$ cat config.mk
export PLATFORM = sky130hd
export DESIGN_NAME = synth_word_loader
export DESIGN_NICKNAME = d
export VERILOG_FILES = /design/src/rtl/synth_ld_pkg.sv /design/src/rtl/synth_ld_sync.sv /design/src/rtl/synth_ld_ctrl.sv /design/src/rtl/synth_ld_dpath.sv /design/src/rtl/synth_word_loader.sv
export SDC_FILE = /design/constraint.sdc
export NUM_CORES = 1
export LEC_CHECK = 0
export CAP_MARGIN = 20
export CORE_MARGIN = 5
export CORE_UTILIZATION = 40
export DETAILED_ROUTE_END_ITERATION = 16
export PLACE_DENSITY = 0.7
export SYNTH_ARGS = -nofsm -noshare
export SYNTH_HDL_FRONTEND = slang
export SYNTH_SLANG_ARGS = --single-unit
$ cat constraint.sdc
create_clock -name clk -period 2.7 [get_ports clk]
set_input_delay 0.405 -clock clk [delete_from_list [all_inputs] [get_ports clk]]
set_output_delay 0.405 -clock clk [all_outputs]
set_load 0.005 [all_outputs]
$ cat src/rtl/synth_ld_pkg.sv
package synth_ld_pkg;
  localparam int M_W    = 9;
  localparam int R_W    = 6;
  localparam int A_W    = 4;
  localparam int ENH_W  = 8;
  localparam int PAR_W  = 8;
  localparam int M_KEEP = 7;
  localparam int R_KEEP = 4;
  localparam int PRIM_W = M_W + R_W + A_W + 1;
  localparam int PRE_POS = 0;
  localparam int A_LSB  = PRE_POS + 1;
  localparam int R_LSB  = A_LSB + A_W;
  localparam int M_LSB  = R_LSB + R_W;
  localparam int CNT_W  = $clog2(PRIM_W + 2);

  typedef struct packed {
    logic shiftPrim;
    logic shiftEnh;
    logic sdataBit;
    logic ldMLo;
    logic ldMHi;
    logic ldA;
    logic commitPrim;
    logic captureEnh;
    logic serialMode;
    logic directMode;
  } ldStrobe_t;
endpackage

$ cat src/rtl/synth_ld_sync.sv
module synth_ld_sync #(
  parameter int W = 1
) (
  input  logic         clk,
  input  logic         rstN,
  input  logic [W-1:0] d,
  output logic [W-1:0] q
);
  logic [W-1:0] stage1;

  always_ff @(posedge clk or negedge rstN) begin
    if (!rstN) begin
      stage1 <= '0;
      q      <= '0;
    end else begin
      stage1 <= d;
      q      <= stage1;
    end
  end
endmodule

$ cat src/rtl/synth_ld_ctrl.sv
module synth_ld_ctrl
  import synth_ld_pkg::*;
(
  input  logic       clk,
  input  logic       rstN,
  input  logic       sdataIn,
  input  logic       sclkIn,
  input  logic       primWrIn,
  input  logic       enhWrIn,
  input  logic       mLoWrIn,
  input  logic       mHiWrIn,
  input  logic       aWrIn,
  input  logic       directSelIn,
  input  logic       serialSelIn,
  output ldStrobe_t  strb
);
  localparam int NSYNC   = 8;
  localparam int I_SCLK  = 0;
  localparam int I_PWR   = 1;
  localparam int I_EWR   = 2;
  localparam int I_MLO   = 3;
  localparam int I_MHI   = 4;
  localparam int I_AWR   = 5;
  localparam int I_DIR   = 6;
  localparam int I_SER   = 7;

  logic [NSYNC-1:0] rawPins, syncd, prevQ, riseQ, fallQ;
  logic serialMode, parMode, directMode;

  assign rawPins = {serialSelIn, directSelIn, aWrIn, mHiWrIn, mLoWrIn,
                    enhWrIn, primWrIn, sclkIn};

  synth_ld_sync #(.W(NSYNC)) u_sync (
    .clk  (clk),
    .rstN (rstN),
    .d    (rawPins),
    .q    (syncd)
  );

  always_ff @(posedge clk or negedge rstN) begin
    if (!rstN) prevQ <= '0;
    else       prevQ <= syncd;
  end

  assign riseQ = syncd & ~prevQ;
  assign fallQ = ~syncd & prevQ;

  assign directMode = syncd[I_DIR];
  assign serialMode = !syncd[I_DIR] && syncd[I_SER];
  assign parMode    = !syncd[I_DIR] && !syncd[I_SER];

  always_comb begin
    strb            = '0;
    strb.sdataBit   = sdataIn;
    strb.serialMode = serialMode;
    strb.directMode = directMode;
    strb.shiftPrim  = serialMode && riseQ[I_SCLK] && !syncd[I_EWR];
    strb.shiftEnh   = serialMode && riseQ[I_SCLK] && syncd[I_EWR];
    strb.ldMLo      = parMode && riseQ[I_MLO];
    strb.ldMHi      = parMode && riseQ[I_MHI];
    strb.ldA        = parMode && riseQ[I_AWR];
    strb.commitPrim = !directMode && riseQ[I_PWR];
    strb.captureEnh = serialMode && fallQ[I_EWR];
  end

  // serial shifting and parallel loads never occur in the same cycle
  p_excl_paths_r2: assert property (@(posedge clk) disable iff (!rstN)
    $onehot0({strb.shiftPrim | strb.shiftEnh, strb.ldMLo | strb.ldMHi | strb.ldA}));
endmodule

$ cat src/rtl/synth_ld_dpath.sv
module synth_ld_dpath
  import synth_ld_pkg::*;
(
  input  logic              clk,
  input  logic              rstN,
  input  ldStrobe_t         strb,
  input  logic [PAR_W-1:0]  parBus,
  input  logic              enhEnN,
  input  logic [M_KEEP-1:0] pinM,
  input  logic [R_KEEP-1:0] pinR,
  input  logic [A_W-1:0]    pinA,
  input  logic              pinPre,
  output logic [M_W-1:0]    mVal,
  output logic [R_W-1:0]    rVal,
  output logic [A_W-1:0]    aVal,
  output logic              preEn,
  output logic [ENH_W-1:0]  enhCtl,
  output logic              lenErr
);
  localparam logic [CNT_W-1:0] PRIM_CNT = CNT_W'(PRIM_W);
  localparam logic [CNT_W-1:0] ENH_CNT  = CNT_W'(ENH_W);

  logic [PRIM_W-1:0] stageWord, actWord;
  logic [ENH_W-1:0]  enhShift, enhBuf;
  logic [CNT_W-1:0]  primCnt, enhCnt;

  // staging word: serial shift or parallel byte writes
  always_ff @(posedge clk or negedge rstN) begin
    if (!rstN) begin
      stageWord <= '0;
      primCnt   <= '0;
    end else begin
      if (strb.shiftPrim) begin
        stageWord <= {stageWord[PRIM_W-2:0], strb.sdataBit};
        if (primCnt != '1) primCnt <= primCnt + 1'b1;
      end
      if (strb.ldMLo) stageWord[M_LSB +: PAR_W] <= parBus;
      if (strb.ldMHi) begin
        stageWord[PRE_POS]         <= parBus[PAR_W-1];
        stageWord[M_LSB + M_W - 1] <= parBus[PAR_W-2];
        stageWord[R_LSB +: R_W]    <= parBus[R_W-1:0];
      end
      if (strb.ldA) stageWord[A_LSB +: A_W] <= parBus[A_W-1:0];
      if (strb.commitPrim) primCnt <= '0;
    end
  end

  // active word and length flag
  always_ff @(posedge clk or negedge rstN) begin
    if (!rstN) begin
      actWord <= '0;
      lenErr  <= 1'b0;
    end else begin
      if (strb.commitPrim) begin
        actWord <= stageWord;
        lenErr  <= strb.serialMode && (primCnt != PRIM_CNT);
      end
      if (strb.captureEnh) lenErr <= (enhCnt != ENH_CNT);
    end
  end

  // enhancement shift register and holding buffer
  always_ff @(posedge clk or negedge rstN) begin
    if (!rstN) begin
      enhShift <= '0;
      enhBuf   <= '0;
      enhCnt   <= '0;
    end else begin
      if (strb.shiftEnh) begin
        enhShift <= {enhShift[ENH_W-2:0], strb.sdataBit};
        if (enhCnt != '1) enhCnt <= enhCnt + 1'b1;
      end
      if (strb.captureEnh) begin
        enhBuf <= enhShift;
        enhCnt <= '0;
      end
    end
  end

  always_comb begin
    if (strb.directMode) begin
      mVal  = {{(M_W - M_KEEP){1'b0}}, pinM};
      rVal  = {{(R_W - R_KEEP){1'b0}}, pinR};
      aVal  = pinA;
      preEn = pinPre;
    end else begin
      mVal  = actWord[M_LSB +: M_W];
      rVal  = actWord[R_LSB +: R_W];
      aVal  = actWord[A_LSB +: A_W];
      preEn = actWord[PRE_POS];
    end
    enhCtl = enhEnN ? '0 : enhBuf;
  end

  // active word only moves on a transfer strobe
  p_act_hold_r4: assert property (@(posedge clk) disable iff (!rstN)
    !strb.commitPrim |=> $stable(actWord));

  // enhancement buffer only moves on its commit edge
  p_enh_hold_r5: assert property (@(posedge clk) disable iff (!rstN)
    !strb.captureEnh |=> $stable(enhBuf));

  // full-length serial transfer leaves the flag clear
  p_len_ok_r10: assert property (@(posedge clk) disable iff (!rstN)
    (strb.commitPrim && strb.serialMode && !strb.captureEnh && primCnt == PRIM_CNT)
    |=> !lenErr);

  // wrong-length serial transfer raises the flag
  p_len_bad_r10: assert property (@(posedge clk) disable iff (!rstN)
    (strb.commitPrim && strb.serialMode && !strb.captureEnh && primCnt != PRIM_CNT)
    |=> lenErr);
endmodule

$ cat src/rtl/synth_word_loader.sv
module synth_word_loader
  import synth_ld_pkg::*;
(
  input  logic              clk,
  input  logic              rstN,
  input  logic              sdataIn,
  input  logic              sclkIn,
  input  logic              primWrIn,
  input  logic              enhWrIn,
  input  logic              enhEnN,
  input  logic              directSelIn,
  input  logic              serialSelIn,
  input  logic [PAR_W-1:0]  parBus,
  input  logic              mLoWrIn,
  input  logic              mHiWrIn,
  input  logic              aWrIn,
  input  logic [M_KEEP-1:0] pinM,
  input  logic [R_KEEP-1:0] pinR,
  input  logic [A_W-1:0]    pinA,
  input  logic              pinPre,
  output logic [M_W-1:0]    mVal,
  output logic [R_W-1:0]    rVal,
  output logic [A_W-1:0]    aVal,
  output logic              preEn,
  output logic [ENH_W-1:0]  enhCtl,
  output logic              lenErr
);
  ldStrobe_t strb;

  synth_ld_ctrl u_ctrl (
    .clk         (clk),
    .rstN        (rstN),
    .sdataIn     (sdataIn),
    .sclkIn      (sclkIn),
    .primWrIn    (primWrIn),
    .enhWrIn     (enhWrIn),
    .mLoWrIn     (mLoWrIn),
    .mHiWrIn     (mHiWrIn),
    .aWrIn       (aWrIn),
    .directSelIn (directSelIn),
    .serialSelIn (serialSelIn),
    .strb        (strb)
  );

  synth_ld_dpath u_dpath (
    .clk    (clk),
    .rstN   (rstN),
    .strb   (strb),
    .parBus (parBus),
    .enhEnN (enhEnN),
    .pinM   (pinM),
    .pinR   (pinR),
    .pinA   (pinA),
    .pinPre (pinPre),
    .mVal   (mVal),
    .rVal   (rVal),
    .aVal   (aVal),
    .preEn  (preEn),
    .enhCtl (enhCtl),
    .lenErr (lenErr)
  );

  // in direct mode the upper counter bits are held at zero
  p_direct_mask_r8: assert property (@(posedge clk) disable iff (!rstN)
    strb.directMode |-> (mVal[M_W-1:M_KEEP] == '0 && rVal[R_W-1:R_KEEP] == '0));
endmodule

==> impl_results.md, run 1 <==
- Register area: 2230 um2
- Core Area: 9640 um2
- RSZ-0062 raised after global routing: false
- Worst skew pair latency: 0.36 ns
- Detail Placement HPWL: 5700 um
- GRT Total Usage: 15.0%
- Status: finished clean
- Post-CTS setup buffer count: 0
- Min cycle time layout: 2.32 ns
- Largest net degree at the start of global routing: 46
- TritonCTS clock tree: yes
- Yosys Warn Count: 0
- DR WL/cell: 15.4 um
- Post-synth ARST share: 100%
- Post-synth top area share: 57.3%
- CTS Buf Count: 9
- Vias per inst: 5.15
- Min-delay worst type: in2async
- Initial antenna violation count: 0
- EDFF count, synth: 0
- Die Wd: 109 um
- Via count: 2751
- CP startpoint kind: flop
- Clock Skew: 0.0114 ns
- Pwr dens: 647 nW/um2
- Worst vdd ir: 0.000338 V
- Synth area leaders: dfrtp_1, mux2_2, nand2_1, a221o_1, o21ai_0
- Yosys cell types: 40
- Die area: 11800 um2
- Mapped Cells: 332
- Static Leakage: 2.20 nW
- Total gr overflow: 0
- Antenna viol nets, final: 0
- FF+latch count, synth: 89
- Slew headroom: 49.0%
- Num ports: 65
- Fmax: 0.432 GHz
- Clock Sinks: 89
- H-tree levels: 3
- Pins Over Slew Limit: 0
- Fin crit share: 85.8%
- 1st-iter DRT viols: 141
- Hold_buf cts: 0
- Final GP Congestion: 0.817
- PnR Total Power: 3.16 mW
- Cell Rows: 36
- Placed insts: 518
- N_diodes: 0
- Final setup viols: 0
- Largest area contributor in the netlist: dfrtp_1
- Non-Filler Instances: 534
- Max-cap violations: 0
- Vias in the first global route: 2758
- Mapped Area: 3890 um2
- WS Path Type: reg2out
- Ys flop type: dfrtp_1
- WL final: 8240 um
- Starting Density: 40.4%
- Final #Nets: 438
- Worst-Margin Slew: 0.764 ns
- Syn_area_per_cell: 11.7 um2
- CTS Buffer Depth: 2
- Fill count: 892
- Die height: 109 um
- Crit end category: output port
- Register area share after synthesis: 57.3%
- Max FO, Critical Path: 25
- Drt first pass iters: 5
- CTS root buffer: clkbuf_8
- Multi-input gate area: 1530 um2
- CP arrival: 1.91 ns
- Req. time, crit path: 2.30 ns
- Port Buffers: 64
- Share of layout cells above drive strength 1: 16.0%
- First-pass GRT wire length: 13900 um
- Area added between synthesis and finish: 25.5%
- Syn_nets: 374
- Resize count post-CTS: 0
- Post-route DRC: 0
- Final Hold Fails: 0
- Reg clk slew, reported paths: 0.09 ns
- Setup_tns: 0 ns
-- worst max-delay path, stage by stage (launching register included) --
cell and delay, ns:
dfrtp_1 0.54, buf_12 0.22, mux2_2 0.34, clkdlybuf4s50_1 0.45
-- final timing paths --
check / startpoint / endpoint / slack (ns) / depth (start not counted)
worst max-delay path: u_ctrl.u_sync.q[6] / rVal[1] / 0.38 / 3
worst min-delay path: rstN / u_dpath.actWord[8] / 0.04 / 1
worst max register to register: u_dpath.primCnt[0] / u_dpath.primCnt[3] / 0.45 / 6
worst min register to register: u_ctrl.u_sync.stage1[3] / u_ctrl.u_sync.q[3] / 0.35 / 0
max in group asynchronous: rstN / u_dpath.enhBuf[0] / 2.01 / 2
min in group clk: u_ctrl.u_sync.stage1[3] / u_ctrl.u_sync.q[3] / 0.35 / 0
-- cells by family (layout without fill, tap and decap cells) --
kind of cell,Yosys count,in the layout,share of synthesized area (%)
and+or+nand+nor,101,101,14.4
adders and majority gates,6,6,1.93
muxes,34,34,9.81
AOI/OAI and AO/OA,71,71,13.2
DFF,89,89,57.3
buffers and inverters,31,100,3.47
-- state kept, by name, summed over array words and instances, names as in the netlist --
name                  cells
u_ctrl.prevQ              6
u_ctrl.u_sync.q           8
u_dpath.enhBuf            8
u_dpath.enhShift          8
u_dpath.enhCnt            5
u_dpath.lenErr            1
u_dpath.primCnt           5
u_dpath.stageWord        20
u_dpath.actWord          20
u_ctrl.u_sync.stage1      8
-- synth_stat cells, drive strengths merged, types with 7 or more instances --
cell type,count
clkbuf,10
mux2,33
o21ai,17
a21oi,11
nand2,49
inv,13
nor2,7
dfrtp,89
nor2b,13
a221o,14
buf,8
o211a,8
-- cells in the final DEF, fill, tap and decap left out, types with 7 or more instances in the layout --
cell type,n
nand2_1,49
nor2_1,7
a221o_1,14
a21oi_1,11
mux2_2,33
nor2b_1,13
dfrtp_1,89
inv_1,13
clkbuf_8,9
o211a_1,8
clkdlybuf4s50_1,63
o21ai_0,17
-- power breakdown --
| group | total, mW | switching [mW] | leakage (nW) | internal, mW |
|---|---|---|---|---|
| combinational | 0.580 | 0.229 | 0.984 | 0.351 |
| clock | 0.905 | 0.473 | 0.0964 | 0.431 |
| sequential | 1.68 | 0.138 | 1.12 | 1.54 |
| total | 3.16 | 0.841 | 2.20 | 2.32 |
-- per-layer routing --
layer | vias up | GRT usage (%) | part of all wire (%)
met4 | 0 | 5.77 | 1.5
met1 | 1344 | 20.7 | 46
met5 | - | 0 | 0
met2 | 80 | 22.8 | 47
li1 | 1314 | - | -
met3 | 13 | 3.67 | 5.3
-- metrics by stage --
step           cell area, um2  util [%]  worst slack (ns)  hold slack, ns
2_1_floorplan            3890         -             0.597           0.109
3_5_place_dp             4690      48.6             0.471           0.336
3_3_place_gp             4690      48.6             0.554           0.333
6_report                 4880      50.6             0.384          0.0413
5_1_grt                  4880      50.6             0.255          0.0677
4_1_cts                  4880      50.6             0.363          0.0447
-- final cells by class --
type	count	share of cell area [%]
multi-input combinational	212	31.3
timing repair buffer	71	14.7
clock buffer	10	2.61
sequential	89	45.6
tap	133	3.41
clock inverter	6	1.41
inverter	13	0.999
Power figures use the tool's default switching activity.
==> inputs of run 2 (changes only) <==
==> constraint.sdc (replaced) <==
create_clock -name clk -period 2.31 [get_ports clk]
set_input_delay 0.3465 -clock clk [delete_from_list [all_inputs] [get_ports clk]]
set_output_delay 0.3465 -clock clk [all_outputs]
set_load 0.005 [all_outputs]
==> impl_results.md, run 2 (same netlist as run 1, synthesis figures left out) <==
- Worst vdd ir: 0.000479 V (+42%)
- Max incr delay on CP: 0.49 ns (-0.05 ns)
- Via count: 2815 (+2.3%)
- Max-cap violations: 0 (unchanged)
- N_diodes: 0 (unchanged)
- Leading registers by flop count: u_dpath.actWord (20), u_dpath.stageWord (20)
- Worst hold path startpoint: u_ctrl.u_sync.stage1[6]
- WP depth: 6 (+3)
- First-pass GRT wire length: 14000 um (+0.55%)
- WL final: 8220 um (-0.33%)
- Drt first pass iters: 4 (-1)
- Die area: 11800 um2 (unchanged)
- Setup_tns: 0 ns (unchanged)
- FF-to-FF Start: u_dpath.primCnt[0]
- Post-layout util: 51.3% (+0.65 points)
- WL met1: 3800 um (+0.32%)
- Die Wd: 109 um (unchanged)
- Worst-Margin Slew: 0.767 ns (+0.00342 ns)
- Largest net degree at the start of global routing: 40 (-13%)
- H-tree levels: 3 (unchanged)
- Antenna viol nets, final: 0 (unchanged)
- Reg2reg setup slack: 0.16 ns (-0.29 ns)
- Die height: 109 um (unchanged)
- Post-route DRC: 0 (unchanged)
- RSZ-0062 raised after global routing: false
- Total gr overflow: 0 (unchanged)
- Final #Nets: 445 (+1.6%)
- Pwr dens: 754 nW/um2 (+17%)
- Share of layout cells above drive strength 1: 17.4% (+1.4 points)
- Cell Rows: 36 (unchanged)
- Register area: 2230 um2 (about the same)
- Vias per inst: 5.20 (+1.0%)
- Critical Path, Cell by Cell: ha_1 -> and3_1 -> ha_1 -> or3b_4 -> or4_1 -> a21oi_1
- CP top delay family: simple AND/OR/NAND/NOR gates
- Area added between synthesis and finish: 27.1%
- Final GP Congestion: 0.809 (-1.0%)
- GRT Total Usage: 14.9% (-0.10 points)
- Fin crit share: 93.1%
- TritonCTS clock tree: yes
- Vias in the first global route: 2858 (+3.6%)
- Status: finished clean
- Crit end category: flop
- Commonest non-fill, non-tap cell in the layout: dfrtp_1
- Core Area: 9640 um2 (unchanged)
- Min-delay worst type: reg2reg
- Pins Over Slew Limit: 0 (unchanged)
- Fmax: 0.465 GHz
- WS Path Type: reg2reg
- Max Used Layer: met4
- CTS Buf Count: 9 (unchanged)
- Worst reg2reg path depth: 6 (unchanged)
- Worst skew pair latency: 0.35 ns (about the same)
- CP arrival: 2.43 ns (+0.52 ns)
- DR WL met3: 390 um (-11%)
- CP startpoint kind: flop
- Clock Sinks: 89 (unchanged)
- Req. time, crit path: 2.58 ns (+0.28 ns)
- Hold EP: u_ctrl.u_sync.q[6]
- Fill count: 894 (+0.22%)
- 1st-iter DRT viols: 135 (-4.3%)
- Starting Density: 40.4% (unchanged)
- Detail Placement HPWL: 5750 um (+0.77%)
- CTS Buffer Depth: 2 (unchanged)
- Worst path bufs/invs: 0 (-2)
- Final setup viols: 0 (unchanged)
- Hold path cells: 0
- Initial antenna violation count: 0 (unchanged)
- Port Buffers: 64 (unchanged)
- Final Hold Fails: 0 (unchanged)
- Crit path top cell by count: ha_1
- Slew headroom: 48.7% (-0.23 points)
- Met2 routed WL: 3920 um (+0.67%)
- Reg-to-Reg End: u_dpath.primCnt[3]
- Most frequent cells in the layout: dfrtp_1, clkdlybuf4s50_1, nand2_1
- Static Leakage: 2.23 nW (+1.5%)
- Reg clk slew, reported paths: 0.09 ns (about the same)
- Min cycle time layout: 2.15 ns
- Critical path's slowest cell: or4_1
- DR WL/cell: 15.2 um (-1.6%)
- CTS root buffer: clkbuf_8
- Multi-input gate area: 1530 um2 (+0.16%)
- Max FO, Critical Path: 5 (-80%)
- Clock Skew: 0.0130 ns (+0.00158 ns)
- Num ports: 65 (unchanged)
==> run 2: changes by cell type in the layout (fill, tap and decap cells not counted) <==
cell / change
buf_4: +6
inv_6: +4
clkinv_4: -3
clkinv_2: -1
dfrtp_1: -1
dfrtp_2: +1
dlygate4sd3_1: +1
or3b_2: -1
or3b_4: +1
==> run 2: cell type report <==
type,instances,area share (%)
multi-input cells,212,30.9
inverters,13,0.987
clock buffers,10,2.58
repair buffers,78,15.6
clock inverters,6,1.47
flip-flops and latches,89,45.1
well taps,133,3.37
==> run 2: through the flow <==
stage / area (um2) / hold WS (ns) / power [mW] / worst slack (ns) / instances
finish: 4940 / 0.355 / 3.73 / 0.159 / 541
global route: 4940 / 0.363 / 3.95 / 0.0747 / 541
CTS: 4930 / 0.355 / 3.77 / 0.0397 / 539
detailed placement: 4720 / 0.283 / 2.68 / 0.0658 / 522
global placement: 4720 / 0.278 / 2.65 / 0.168 / 522
floorplan: 3890 / 0.0509 / 2.31 / 0.207 / 332
==> run 2: worst max path at each step <==
stage / slack, ns / from / to
2_1_floorplan: 0.21 / u_dpath.primCnt[0] / u_dpath.primCnt[3]
3_3_place_gp: 0.17 / u_dpath.primCnt[0] / u_dpath.primCnt[3]
3_5_place_dp: 0.07 / u_dpath.primCnt[0] / u_dpath.primCnt[3]
4_1_cts: 0.04 / u_ctrl.u_sync.q[6] / aVal[3]
5_1_grt: 0.07 / u_dpath.primCnt[0] / u_dpath.primCnt[3]
6_report: 0.16 / u_dpath.primCnt[0] / u_dpath.primCnt[3]
==> run 2: what timing repair did <==
| action | CTS | global route |
|---|---|---|
| hold endpoints to repair | 24 | 0 |
| hold buffers | 1 | 0 |
| setup buffers | 0 | 2 |
| gates resized for setup | 1 | 1 |
| setup endpoints to repair | 16 | 3 |
==> run 2: report_power, final <==
part	internal, mW	switching (mW)	total (mW)
Combinational	0.417	0.268	0.684
Sequential	1.80	0.162	1.96
Clock	0.516	0.569	1.09
==> run 2: layer usage <==
layer / vias up / global-route usage (%)
met1: 1393 / 20.3
met4: 0 / 5.23
met2: 76 / 23.7
met5: - / 0
met3: 10 / 3.02
li1: 1336 / -
